$ cat src/rtl/vseq_pkg.sv
package vseq_pkg;

  localparam int OPW = 2;

  localparam logic [OPW-1:0] OPC_ADD = 2'd0;
  localparam logic [OPW-1:0] OPC_SUB = 2'd1;

  typedef enum logic [2:0] {
    S_IDLE,
    S_REQB,
    S_GETA,
    S_WRITE,
    S_STEP
  } seq_state_t;

  function automatic logic op_legal(input logic [OPW-1:0] op);
    return (op == OPC_ADD) || (op == OPC_SUB);
  endfunction

endpackage

$ cat src/rtl/vseq_agen.sv
module vseq_agen #(
  parameter int AW = 8,
  parameter int LW = 8
) (
  input  logic [AW-1:0] base,
  input  logic [LW-1:0] idx,
  output logic [AW-1:0] addr
);

  generate
    if (LW >= AW) begin : g_trunc
      assign addr = base + idx[AW-1:0];
    end else begin : g_ext
      localparam int PAD = AW - LW;
      assign addr = base + {{PAD{1'b0}}, idx};
    end
  endgenerate

endmodule

$ cat src/rtl/vseq_alu.sv
module vseq_alu
  import vseq_pkg::*;
#(
  parameter int DW = 16
) (
  input  logic [OPW-1:0] op,
  input  logic [DW-1:0]  lhs,
  input  logic [DW-1:0]  rhs,
  output logic [DW-1:0]  res
);

  always_comb begin
    case (op)
      OPC_ADD: res = lhs + rhs;
      OPC_SUB: res = lhs - rhs;
      default: res = '0;
    endcase
  end

endmodule

$ cat src/rtl/vseq_ctrl.sv
module vseq_ctrl
  import vseq_pkg::*;
#(
  parameter int AW = 8,
  parameter int DW = 16,
  parameter int LW = 8
) (
  input  logic           clk,
  input  logic           rst,
  input  logic           start,
  input  logic [OPW-1:0] op_in,
  input  logic [AW-1:0]  base_a_in,
  input  logic [AW-1:0]  base_b_in,
  input  logic [AW-1:0]  base_c_in,
  input  logic [LW-1:0]  len_in,
  input  logic [AW-1:0]  addr_a_nx,
  input  logic [AW-1:0]  addr_b,
  input  logic [AW-1:0]  addr_c,
  input  logic [DW-1:0]  alu_res,
  input  logic [DW-1:0]  mem_rdata,
  output logic [AW-1:0]  base_a_q,
  output logic [AW-1:0]  base_b_q,
  output logic [AW-1:0]  base_c_q,
  output logic [LW-1:0]  idx_q,
  output logic [LW-1:0]  idx_nx,
  output logic [OPW-1:0] op_q,
  output logic [DW-1:0]  a_hold,
  output logic [AW-1:0]  mem_addr,
  output logic           mem_rd,
  output logic           mem_wr,
  output logic [DW-1:0]  mem_wdata,
  output logic           busy,
  output logic           done,
  output logic           err
);

  seq_state_t    state;
  logic [LW-1:0] len_q;
  logic          last_elem;

  assign idx_nx    = idx_q + LW'(1);
  assign last_elem = (idx_q == len_q - LW'(1));

  always_ff @(posedge clk) begin
    if (rst) begin
      state     <= S_IDLE;
      base_a_q  <= '0;
      base_b_q  <= '0;
      base_c_q  <= '0;
      len_q     <= '0;
      op_q      <= '0;
      idx_q     <= '0;
      a_hold    <= '0;
      mem_addr  <= '0;
      mem_rd    <= 1'b0;
      mem_wr    <= 1'b0;
      mem_wdata <= '0;
      busy      <= 1'b0;
      done      <= 1'b0;
      err       <= 1'b0;
    end else begin
      done <= 1'b0;
      err  <= 1'b0;
      case (state)
        S_IDLE: begin
          mem_rd <= 1'b0;
          mem_wr <= 1'b0;
          if (start) begin
            base_a_q <= base_a_in;
            base_b_q <= base_b_in;
            base_c_q <= base_c_in;
            len_q    <= len_in;
            op_q     <= op_in;
            idx_q    <= '0;
            if (!op_legal(op_in)) begin
              done <= 1'b1;
              err  <= 1'b1;
            end else if (len_in == '0) begin
              done <= 1'b1;
            end else begin
              busy     <= 1'b1;
              mem_rd   <= 1'b1;
              mem_addr <= base_a_in;
              state    <= S_REQB;
            end
          end
        end
        S_REQB: begin
          mem_rd   <= 1'b1;
          mem_addr <= addr_b;
          state    <= S_GETA;
        end
        S_GETA: begin
          mem_rd <= 1'b0;
          a_hold <= mem_rdata;
          state  <= S_WRITE;
        end
        S_WRITE: begin
          mem_wr    <= 1'b1;
          mem_addr  <= addr_c;
          mem_wdata <= alu_res;
          state     <= S_STEP;
        end
        S_STEP: begin
          mem_wr <= 1'b0;
          if (last_elem) begin
            busy  <= 1'b0;
            done  <= 1'b1;
            state <= S_IDLE;
          end else begin
            idx_q    <= idx_nx;
            mem_rd   <= 1'b1;
            mem_addr <= addr_a_nx;
            state    <= S_REQB;
          end
        end
        default: state <= S_IDLE;
      endcase
    end
  end


  rw_excl_chk: assert property (@(posedge clk) disable iff (rst)
    !(mem_rd && mem_wr));


  idle_quiet_chk: assert property (@(posedge clk) disable iff (rst)
    !busy |-> (!mem_rd && !mem_wr));


  done_idle_chk: assert property (@(posedge clk) disable iff (rst)
    done |-> !busy);


  err_with_done_chk: assert property (@(posedge clk) disable iff (rst)
    err |-> done);


  hold_instr_chk: assert property (@(posedge clk) disable iff (rst)
    (busy && $past(busy)) |-> ($stable(len_q) && $stable(base_c_q) && $stable(op_q)));


  write_after_reads_chk: assert property (@(posedge clk) disable iff (rst)
    mem_wr |-> (!$past(mem_rd) && $past(mem_rd, 2)));

endmodule

$ cat src/rtl/vec_op_seq.sv
module vec_op_seq
  import vseq_pkg::*;
#(
  parameter int AW = 8,
  parameter int DW = 16,
  parameter int LW = 8
) (
  input  logic           clk,
  input  logic           rst,
  input  logic           start,
  input  logic [OPW-1:0] op_code,
  input  logic [AW-1:0]  src_a_base,
  input  logic [AW-1:0]  src_b_base,
  input  logic [AW-1:0]  dst_base,
  input  logic [LW-1:0]  vec_len,
  input  logic [DW-1:0]  mem_rdata,
  output logic [AW-1:0]  mem_addr,
  output logic           mem_rd,
  output logic           mem_wr,
  output logic [DW-1:0]  mem_wdata,
  output logic           busy,
  output logic           done,
  output logic           err
);

  logic [AW-1:0]  base_a_q, base_b_q, base_c_q;
  logic [AW-1:0]  addr_a_nx, addr_b, addr_c;
  logic [LW-1:0]  idx_q, idx_nx;
  logic [OPW-1:0] op_q;
  logic [DW-1:0]  a_hold, alu_res;

  vseq_agen #(.AW(AW), .LW(LW)) u_agen_a (
    .base(base_a_q), .idx(idx_nx), .addr(addr_a_nx)
  );

  vseq_agen #(.AW(AW), .LW(LW)) u_agen_b (
    .base(base_b_q), .idx(idx_q), .addr(addr_b)
  );

  vseq_agen #(.AW(AW), .LW(LW)) u_agen_c (
    .base(base_c_q), .idx(idx_q), .addr(addr_c)
  );

  vseq_alu #(.DW(DW)) u_alu (
    .op(op_q), .lhs(a_hold), .rhs(mem_rdata), .res(alu_res)
  );

  vseq_ctrl #(.AW(AW), .DW(DW), .LW(LW)) u_ctrl (
    .clk(clk), .rst(rst), .start(start), .op_in(op_code),
    .base_a_in(src_a_base), .base_b_in(src_b_base), .base_c_in(dst_base),
    .len_in(vec_len), .addr_a_nx(addr_a_nx), .addr_b(addr_b),
    .addr_c(addr_c), .alu_res(alu_res), .mem_rdata(mem_rdata),
    .base_a_q(base_a_q), .base_b_q(base_b_q), .base_c_q(base_c_q),
    .idx_q(idx_q), .idx_nx(idx_nx), .op_q(op_q), .a_hold(a_hold),
    .mem_addr(mem_addr), .mem_rd(mem_rd), .mem_wr(mem_wr),
    .mem_wdata(mem_wdata), .busy(busy), .done(done), .err(err)
  );

endmodule

$ cat config.mk
export PLATFORM = sky130hd
export DESIGN_NAME = vec_op_seq
export DESIGN_NICKNAME = d
export VERILOG_FILES = /design/src/rtl/vseq_pkg.sv /design/src/rtl/vseq_agen.sv /design/src/rtl/vseq_alu.sv /design/src/rtl/vseq_ctrl.sv /design/src/rtl/vec_op_seq.sv
export SDC_FILE = /design/constraint.sdc
export NUM_CORES = 1
export LEC_CHECK = 0
export ABC_AREA = 1
export CAP_MARGIN = 10
export CORE_MARGIN = 2
export CORE_UTILIZATION = 51
export DETAILED_ROUTE_END_ITERATION = 12
export GPL_TIMING_DRIVEN = 0
export PLACE_DENSITY = 0.8
export SLEW_MARGIN = 20
export SYNTH_ARGS = -nofsm -noshare
export SYNTH_HDL_FRONTEND = slang
export SYNTH_HIERARCHICAL = 1
export SYNTH_SLANG_ARGS = --single-unit
$ cat constraint.sdc
create_clock -name clk -period 2.6 [get_ports clk]
set_input_delay 0.39 -clock clk [delete_from_list [all_inputs] [get_ports clk]]
set_output_delay 0.39 -clock clk [all_outputs]
set_load 0.02 [all_outputs]
==> Word level (Yosys, flattened, before mapping) <==
Cells that the tools add are included.
{ "totals": {"regBits": 90, "input_bits": 53, "out_inout_bits": 29, "wordCells": 84} }
{ "op_classes": {"n_bitwise": 2, "n_reduce_logical": 17, "add_sub_neg": 7, "muxes": 31, "eq_ne": 12} }
{ "ops": {"columns": ["cell", "count"], "rows": [
  ["8-bit 2-to-1 mux", 6],
  ["16-bit one-hot mux with 2 select lines", 1],
  ["8-bit one-hot mux with 4 select lines", 1],
  ["8-bit adder", 3],
  ["16-bit adder", 1],
  ["8-bit one-hot mux with 2 select lines", 1],
  ["16-bit subtractor", 1],
  ["3-bit one-hot mux with 5 select lines", 1],
  ["1-bit 2-to-1 mux", 14],
  ["5-bit AND reduction", 2],
  ["3-bit 2-to-1 mux", 3],
  ["8-bit by 1-bit adder with 8-bit output (second input constant)", 1],
  ["8-bit == test", 1],
  ["8-bit zero test", 1],
  ["4-bit nonzero test", 2],
  ["8-bit by 1-bit subtractor with 8-bit output (second input constant)", 1],
  ["3-bit by 2-bit == test with 1-bit output (second input constant)", 2],
  ["2-bit != test (second input constant)", 3],
  ["1-bit one-hot mux with 2 select lines", 3],
  ["3-bit AND reduction", 2],
  ["2-bit by 1-bit == test with 1-bit output (second input constant)", 2],
  ["2-bit zero test", 2],
  ["2-bit by 1-bit != test with 1-bit output (second input constant)", 2],
  ["1-bit one-hot mux with 4 select lines", 1],
  ["other kinds (9)", 12]
]} }

==> Longest topological paths before layout <==
Gate-level depths: netlist of run 1.
{ "depth": {"depth_word": 5, "ltp_mapped": 21, "depth_no_buf": 21} }

==> By module <==
Netlist of run 1, hierarchy kept.
{ "by_module_without_submodules": {"columns": ["mod", "n_inst", "cells_per_inst", "area_each_um2", "seq_area_each_um2"], "rows": [
  ["vseq_ctrl", 1, 579, 3952.5, 1801.7],
  ["vseq_alu", 1, 244, 1308.8, 0.0],
  ["vseq_agen", 3, 60, 361.6, 0.0]
]} }

==> Worst setup path after synthesis of run 1 <==
Ideal clock, no wire load.
{ "synth_path": {"path_type": "register to register", "from": "register u_ctrl.idx_q[1]", "to": "register u_ctrl.mem_addr[7]", "required_ns": 2.485, "setup_ns": 0.115, "path_stages_with_launch": 20, "synth_period_minus_slack_ns": 2.446, "arrival_time_ns": 2.330, "slack_ns": 0.154, "path_cell_list": "dfxtp_1 ha_1 nand2_1 nor2_1 inv_1 o21ai_0 nand2_1 ha_1 nand2_1 inv_1 a21oi_1 nand2_1 nand2_1 nand2_1 nand2_1 nand2_1 a221oi_1 nand3_1 nand2_1 nor2_1"} }
{ "synth_via": {"elab_chain_len": 4} }
{ "synth_rtl": {"columns": ["item", "line_no", "rtl"], "rows": [
  ["start: declaration", "vseq_ctrl.sv:24", "output logic [LW-1:0] idx_q,"],
  ["start signal: assignment", "vseq_ctrl.sv:111", "idx_q <= idx_nx;"],
  ["8-bit by 1-bit adder with 8-bit output", "vseq_ctrl.sv:41", "assign idx_nx = idx_q + LW'(1);"],
  ["net idx_nx[6]", "vec_op_seq.sv:28", "logic [LW-1:0] idx_q, idx_nx;"],
  ["8-bit adder", "vseq_agen.sv:12", "assign addr = base + idx[AW-1:0];"],
  ["net addr_a_nx[7]", "vec_op_seq.sv:27", "logic [AW-1:0] addr_a_nx, addr_b, addr_c;"],
  ["8-bit 2-to-1 mux", "vseq_ctrl.sv:106", "if (last_elem) begin"],
  ["8-bit one-hot mux with 4 select lines", "vseq_ctrl.sv:64", "case (state)"],
  ["end signal: assignment", "vseq_ctrl.sv:83", "mem_addr <= base_a_in;"],
  ["end signal: assignment", "vseq_ctrl.sv:100", "mem_addr <= addr_c;"],
  ["end signal: assignment", "vseq_ctrl.sv:113", "mem_addr <= addr_a_nx;"],
  ["end: declaration", "vseq_ctrl.sv:28", "output logic [AW-1:0] mem_addr,"]
]} }
The timed path passes the listed nets, and every way through them passes these cells. The select of a mux whose other input is x is not followed.
A chain may end at the register's enable or synchronous reset.

==> Worst setup path in the final report of run 1 <==
{ "layout_path": {"from": "input port mem_rdata[3]", "to": "register u_ctrl.mem_wdata[13]"} }
{ "layout_via": {"elab_chain_len": 2} }
{ "layout_rtl": {"columns": ["item", "line_no", "rtl"], "rows": [
  ["start: declaration", "vec_op_seq.sv:16", "input logic [DW-1:0] mem_rdata,"],
  ["16-bit subtractor or 16-bit adder (tied branches)", "vseq_alu.sv:15, vseq_alu.sv:14", null],
  ["16-bit one-hot mux with 2 select lines *", "vseq_alu.sv:13", "case (op)"],
  ["net alu_res[13]", "vec_op_seq.sv:30", "logic [DW-1:0] a_hold, alu_res;"],
  ["end signal: assignment", "vseq_ctrl.sv:101", "mem_wdata <= alu_res;"],
  ["end: declaration", "vseq_ctrl.sv:31", "output logic [DW-1:0] mem_wdata,"]
]} }
The timed path passes the listed nets; every way through them passes the cells marked *.

==> results of run 1 <==
worst max-delay path: cells and delay by family:
| family | cells | cell delay, ps |
|---|---|---|
| buf+inv | 2 | 310 |
| compound gates | 2 | 250 |
| simple gates | 12 | 1250 |
| fa+ha+maj | 1 | 390 |
| xor+xnor | 1 | 130 |
final cells by class:
type                    instances  area, um2  area share, %
multi-input cells             763       4240           51.9
inverters                     122        460           5.64
well taps                     168        210           2.58
repair buffers                 99        936           11.5
clock buffers                  10        239           2.93
plain buffers                  28        170           2.08
clock inverters                 6       88.8           1.09
flip-flops and latches         90       1820           22.3
layout by cell type, fill, tap and decap left out, types with 4 or more instances in the layout:
cell type | Yosys | final
a21oi_1 | 75 | 64
a21oi_2 | 6 | 17
buf_2 | 4 | 4
buf_4 | 3 | 21
clkbuf_1 | 16 | 16
clkbuf_16 | 0 | 9
clkbuf_8 | 3 | 4
clkdlybuf4s50_1 | 0 | 70
clkinv_1 | 4 | 4
dfxtp_1 | 90 | 85
dfxtp_4 | 0 | 4
dlymetal6s2s_1 | 0 | 4
fa_1 | 4 | 4
ha_1 | 39 | 27
ha_4 | 0 | 10
inv_1 | 110 | 107
inv_2 | 8 | 10
nand2_1 | 290 | 278
nand2_2 | 11 | 22
nand3_1 | 52 | 51
nand3b_1 | 4 | 4
nand4_1 | 9 | 9
nor2_1 | 157 | 150
nor2_2 | 8 | 12
nor2_4 | 1 | 4
o21ai_0 | 49 | 42
o21ai_1 | 3 | 8
or2_1 | 6 | 6
xnor2_1 | 19 | 17
xor2_1 | 7 | 5
state kept, by name, summed over array words and instances, names as in the netlist:
name,flops
u_ctrl/a_hold,16
u_ctrl/base_a_q,8
u_ctrl/base_b_q,8
u_ctrl/base_c_q,8
u_ctrl/busy,1
u_ctrl/done,1
u_ctrl/err,1
u_ctrl/idx_q,8
u_ctrl/len_q,8
u_ctrl/mem_addr,8
u_ctrl/mem_rd,1
u_ctrl/mem_wdata,16
u_ctrl/mem_wr,1
u_ctrl/op_q,2
u_ctrl/state,3
power by group:
part	switching, mW	internal (mW)
Clock	0.568	0.870
Sequential	0.147	1.54
Combinational	1.17	0.826
Total	1.88	3.24
cell families (layout without fill, tap and decap cells):
| family | count (synthesis) | after routing | synth area share (%) |
|---|---|---|---|
| adder cells (fa/ha/maj) | 43 | 43 | 8.95 |
| XOR/XNOR | 29 | 29 | 4.89 |
| AND/OR/NAND/NOR | 547 | 547 | 35.7 |
| AO/OA/AOI/OAI | 144 | 144 | 12.2 |
| flip-flops | 90 | 90 | 28.4 |
| buffers and inverters | 150 | 265 | 9.84 |
what timing repair did:
action | 4_1_cts | 5_1_grt
setup endpoints to repair | 12 | 14
hold buffers | 0 | 0
setup buffers | 6 | 13
gates resized for setup | 29 | 72
pin swaps | 11 | 29
gates cloned | 0 | 0
per-layer routing:
metal / vias to the layer above / wire [um] / global-route usage (%)
met2: 206 / 8690 / 45.6
met4: 0 / 529 / 10.8
met3: 33 / 1030 / 5.60
met5: - / 0 / 0
met1: 3039 / 7720 / 33.1
li1: 3378 / - / -
worst min-delay path by stage:
| stage | depth (start not counted) | end |
|---|---|---|
| finish | 3 | u_ctrl/a_hold[0] |
| global route | 3 | u_ctrl/a_hold[1] |
| CTS | 2 | u_ctrl/base_c_q[6] |
| detailed placement | 2 | u_ctrl/mem_rd |
| global placement | 2 | u_ctrl/mem_rd |
| floorplan | 2 | u_ctrl/base_b_q[0] |
per-stage QoR:
step / utilization (%) / hold slack, ps / cells / total power [mW] / setup slack (ps)
after detailed placement: 61.0 / 442 / 1251 / 3.48 / -685
after floorplan: - / 448 / 1003 / 2.95 / 154
after CTS: 64.6 / 404 / 1273 / 4.96 / 1.97
after global routing: 67.7 / 352 / 1286 / 5.45 / -77.2
after global placement: 61.0 / 442 / 1251 / 3.44 / -557
final: 67.7 / 343 / 1286 / 5.12 / 128
==> metrics.csv, run 1 <==
metric,value,unit
initial DRC count,509,
row cnt,40,
Total Nets Final,1209,
Tmin final,2470,ps
"count leader, synth",nand2_1,
GR Util All Layers,26.8,%
Clock Tree Root,clkbuf_16,
DIE HEIGHT,116,um
die footprint,0.0134,mm2
Post-synth EDFFs,0,
critical path cell sequence,clkdlybuf4s15_1 > nor2_2 > nand2_2 > nor3_4 > nor2_4 > nor2_4 > nand2_2 > xnor2_1 > ha_1 > nand2_2 > inv_2 > nand2_1 > nor2_1 > nor2_1 > a21oi_1 > nor2_1 > o21ai_1 > nor2_1,
"Max FO, Critical Path",4,
Syn Nets,1099,
Synth Flop Type,dfxtp_1,
Leakage,3.87,nW
Area after DPL,0.00736,mm2
initial antenna violation count,0,
Synth area leader,dfxtp_1,
Fill cells,1042,
DRC,0,
max_slew headroom,54.8,%
worst-margin pin slew,676,ps
setup TNS,0,ps
CTS Buffer Depth,2,
post-layout instance area,0.00816,mm2
largest net degree at the start of global routing,16,
# Max-Cap Violations,0,
hpwl dp,13400,um
ys async rst share,0,%
Critical R2R Launch,u_ctrl/op_q[1],
YS warnings,6,
Wirelength per Cell,14.0,um
R2R cell count,17,
"Data required, critical path",2850,ps
clk_skew,5.98,ps
Clock Latency Late Sink,350,ps
global-route wire length before repair,28100,um
crit path to,u_ctrl/mem_wdata[13],
GP Congestion,0.979,
post-synthesis sequential area ratio,28.4,%
Post-Syn Area per Cell,6.33,um2
register-to-register setup slack,130,ps
DRT Pass-1 Iters,5,
final hold vios,0,
share of cells above drive strength 1,13.9,%
Vias,6656,
final setup fails,0,
CTS sink cnt,90,
Synth Register Bits,90,
Slowest cell on crit path,ha_1,
most common library cells after synthesis,"nand2_1 (290), nor2_1 (157), inv_1 (110)",
Mapped Area,0.00635,mm2
n_diodes,0,
VDD IR max,0.381,mV
number of buffers created by CTS,9,
Via density,5.18,
Routed WL,18000,um
I/O Buffers,80,
crit-path max cell delay,390,ps
Worst R2R End,u_ctrl/mem_wdata[13],
Power Density,627,mW/mm2
CTS tree,done,
Yosys cell types,40,
Max Transition Viols Final,0,
outcome,finished clean,
CP Class,input pin to flip-flop,
CP Capture Type,flip-flop,
Die X,116,um
RSZ-0062 raised after global routing,yes,
HP Class,input pin to flip-flop,
number of global-route vias before repair,6051,
top post-synthesis cells by area,"dfxtp_1 (28%), nand2_1 (17%), nor2_1 (9.3%)",
HP Start,mem_rdata[0],
CP dominant cell by count,nor2_1,
"Period Utilization, post-route",95.1,%
Synth-to-Final Area Change,28.6,%
Worst Setup Start Kind,input pin,
Highest Clock Rate,405,MHz
top-area cell type share of the netlist area,28.4,%
total grt overflow,0,
Clock Pin Slew Worst Setup and Hold Paths,60,ps
H-Tree Depth,3,
Syn Inst Count,1003,
core area,0.0121,mm2
crit path from,mem_rdata[3],
post-route antenna net violation count,0,
starting density of the core,52.6,%
arrival time at the worst endpoint,2720,ps
# IOs,82,
(Power assumes the default switching activity.)
==> run 2, diff against run 1 <==
--- a/config.mk
+++ b/config.mk
@@ -7,7 +7,6 @@
 export LEC_CHECK = 0
 export ABC_AREA = 1
 export CAP_MARGIN = 10
-export CORE_MARGIN = 2
 export CORE_UTILIZATION = 51
 export DETAILED_ROUTE_END_ITERATION = 12
 export GPL_TIMING_DRIVEN = 0
==> run 2 against run 1 <==
  * Clock-buffer cell count is the same
  * Largest cell class unchanged
  * First-iteration DRC count shrank 12%
  * Sequential share of layout area grew 0.27 points
  * Wire length shrank 0.26%
  * Critical path depth shrank 3
  * Largest power group unchanged
==> metrics.csv, run 2 (synthesis results as in run 1) <==
metric,value,unit,change
CP Capture Type,flip-flop,,
largest net degree at the start of global routing,16,,unchanged
n_diodes,0,,unchanged
worst-margin pin slew,698,ps,+22.1 ps
Total Nets Final,1209,,unchanged
Vias,6614,,-0.63%
CP Class,input pin to flip-flop,,
Highest Clock Rate,396,MHz,-2.0%
final worst slack,77.9,ps,-50.2 ps
final setup fails,0,,unchanged
most frequent cells in the layout,"nand2_1 (279), nor2_1 (148), inv_1 (106), dfxtp_1 (85), clkdlybuf4s50_1 (69)",,
Seq pwr share,33.7,%,+0.7 points
GR Util All Layers,27.7,%,+0.92 points
Tmin final,2520,ps,+50.2 ps
die footprint,0.0129,mm2,-3.4%
GP Congestion,0.903,,-7.8%
post-layout instance area,0.00805,mm2,-1.3%
Worst Setup Start Kind,input pin,,
Pint,3.11,mW,-3.8%
critical path cell sequence,clkdlybuf4s50_1 > nor2_2 > inv_1 > o31ai_1 > nand2_2 > xnor2_1 > ha_1 > a21oi_1 > nand2_1 > nor2_2 > nand2_2 > nor2_1 > nor2_1 > o21ai_1 > nor2_1,,
DRC,0,,unchanged
DIE HEIGHT,114,um,-1.7%
# IOs,82,,unchanged
DRT Pass-1 Iters,5,,unchanged
H-Tree Depth,3,,unchanged
I/O Buffers,80,,unchanged
Pwr Total,4.99,mW,-2.5%
crit-path max cell delay,470,ps,+80 ps
number of buffers created by CTS,9,,unchanged
Finished Layout Cells,1286,,unchanged
Wirelength per Cell,13.9,um,-0.26%
Routed WL,17900,um,-0.26%
Area after DPL,0.00736,mm2,unchanged
starting density of the core,52.6,%,unchanged
Leakage,3.86,nW,-0.33%
Switch Pwr,1.88,mW,-0.36%
# Max-Cap Violations,0,,unchanged
CTS sink cnt,90,,unchanged
Slowest cell on crit path,clkdlybuf4s50_1,,
"Data required, critical path",2850,ps,about the same
VDD IR max,0.379,mV,-0.64%
Clock Latency Late Sink,350,ps,about the same
Sw Share,37.6,%,+0.83 points
HP Class,input pin to flip-flop,,
CTS Buffer Depth,2,,unchanged
row cnt,40,,unchanged
Die X,114,um,-1.7%
hpwl dp,13200,um,-1.3%
"Period Utilization, post-route",97.0,%,+1.9 points
Via density,5.14,,-0.63%
outcome,finished clean,,
final hold vios,0,,unchanged
Max Transition Viols Final,0,,unchanged
post-route antenna net violation count,0,,unchanged
"Max FO, Critical Path",4,,unchanged
max_slew headroom,53.3,%,-1.5 points
Largest regs,"u_ctrl/a_hold x16, u_ctrl/mem_wdata x16",,
combinational power share,39.5,%,+0.5 points
global-route wire length before repair,28000,um,-0.32%
Clock Tree Root,clkbuf_16,,
initial antenna violation count,0,,unchanged
hold_ws,331,ps,-12.1 ps
Clock Pin Slew Worst Setup and Hold Paths,60,ps,about the same
Synth-to-Final Area Change,26.9,%,
initial DRC count,447,,-12%
"commonest non-fill, non-tap cell in the layout",nand2_1,,
Power Density,620,mW/mm2,-1.2%
final core utilization,66.8,%,-0.91 points
clock power share,26.9,%,-1.2 points
Hold Buf Count CTS,0,,unchanged
arrival time at the worst endpoint,2770,ps,+50 ps
CTS tree,done,,
Placed Cells,1251,,unchanged
total grt overflow,0,,unchanged
CP dominant cell by count,nor2_1,,
number of global-route vias before repair,5965,,-1.4%
Post-Place Setup Slack,-638,ps,+46.5 ps
share of cells above drive strength 1,13.2,%,-0.63 points
setup TNS,0,ps,unchanged
clk_skew,5.17,ps,-0.813 ps
core area,0.0121,mm2,unchanged
run 2: changes by cell type in the layout (fill, tap and decap cells not counted), sizes merged:
| cell | change |
|---|---|
| bufinv | -1 |
| clkbuf | +1 |
| clkdlybuf4s15 | -1 |
| clkdlybuf4s50 | -1 |
| clkinv | +1 |
| clkinvlp | +1 |
| dlymetal6s2s | +1 |
| inv | -1 |
run 2: timing repair:
item | 4_1_cts | 5_1_grt
buffers inserted | 3 | 16
endpoints found under the setup margin | 10 | 14
pin swaps | 10 | 29
gates resized for setup | 25 | 69
run 2: area by class of cell:
cell class / instances / area, um2
Multi-Input combinational cell: 763 / 4150
Fill cell: 1064 / 4010
Sequential cell: 90 / 1820
Timing Repair Buffer: 99 / 933
Inverter: 122 / 463
Clock buffer: 10 / 239
Tap cell: 168 / 210
Buffer: 28 / 170
Clock inverter: 6 / 66.3
run 2: worst max-delay path: cells and delay by family:
| family | cells | cell delay [ps] |
|---|---|---|
| adder cells (fa/ha/maj) | 1 | 390 |
| buffers and inverters | 2 | 530 |
| AND/OR/NAND/NOR | 8 | 740 |
| AO/OA/AOI/OAI | 3 | 570 |
| XOR/XNOR | 1 | 150 |
run 2: worst paths after layout:
path / startpoint / to / slack [ps] / depth (start not counted)
hold reg to reg: u_ctrl/mem_rd / u_ctrl/mem_rd / 470 / 2
setup reg to reg: u_ctrl/op_q[1] / u_ctrl/mem_wdata[15] / 120 / 17
setup / recovery: mem_rdata[12] / u_ctrl/mem_wdata[15] / 80 / 15
hold / removal: mem_rdata[0] / u_ctrl/a_hold[0] / 330 / 3
run 2: metal layers:
layer / GRT usage (%) / routed length (um)
met1: 34.2 / 7670
met2: 48.5 / 8760
met3: 4.84 / 1080
met4: 9.65 / 423
met5: 0 / 0
run 2: power groups by stage:
stage	combinational, mW	clock (mW)	sequential (mW)
after floorplan	1.22	0	1.73
after global placement	1.74	0	1.70
after detailed placement	1.77	0	1.71
after CTS	1.81	1.36	1.68
after global routing	2.19	1.42	1.70
final	1.97	1.34	1.68
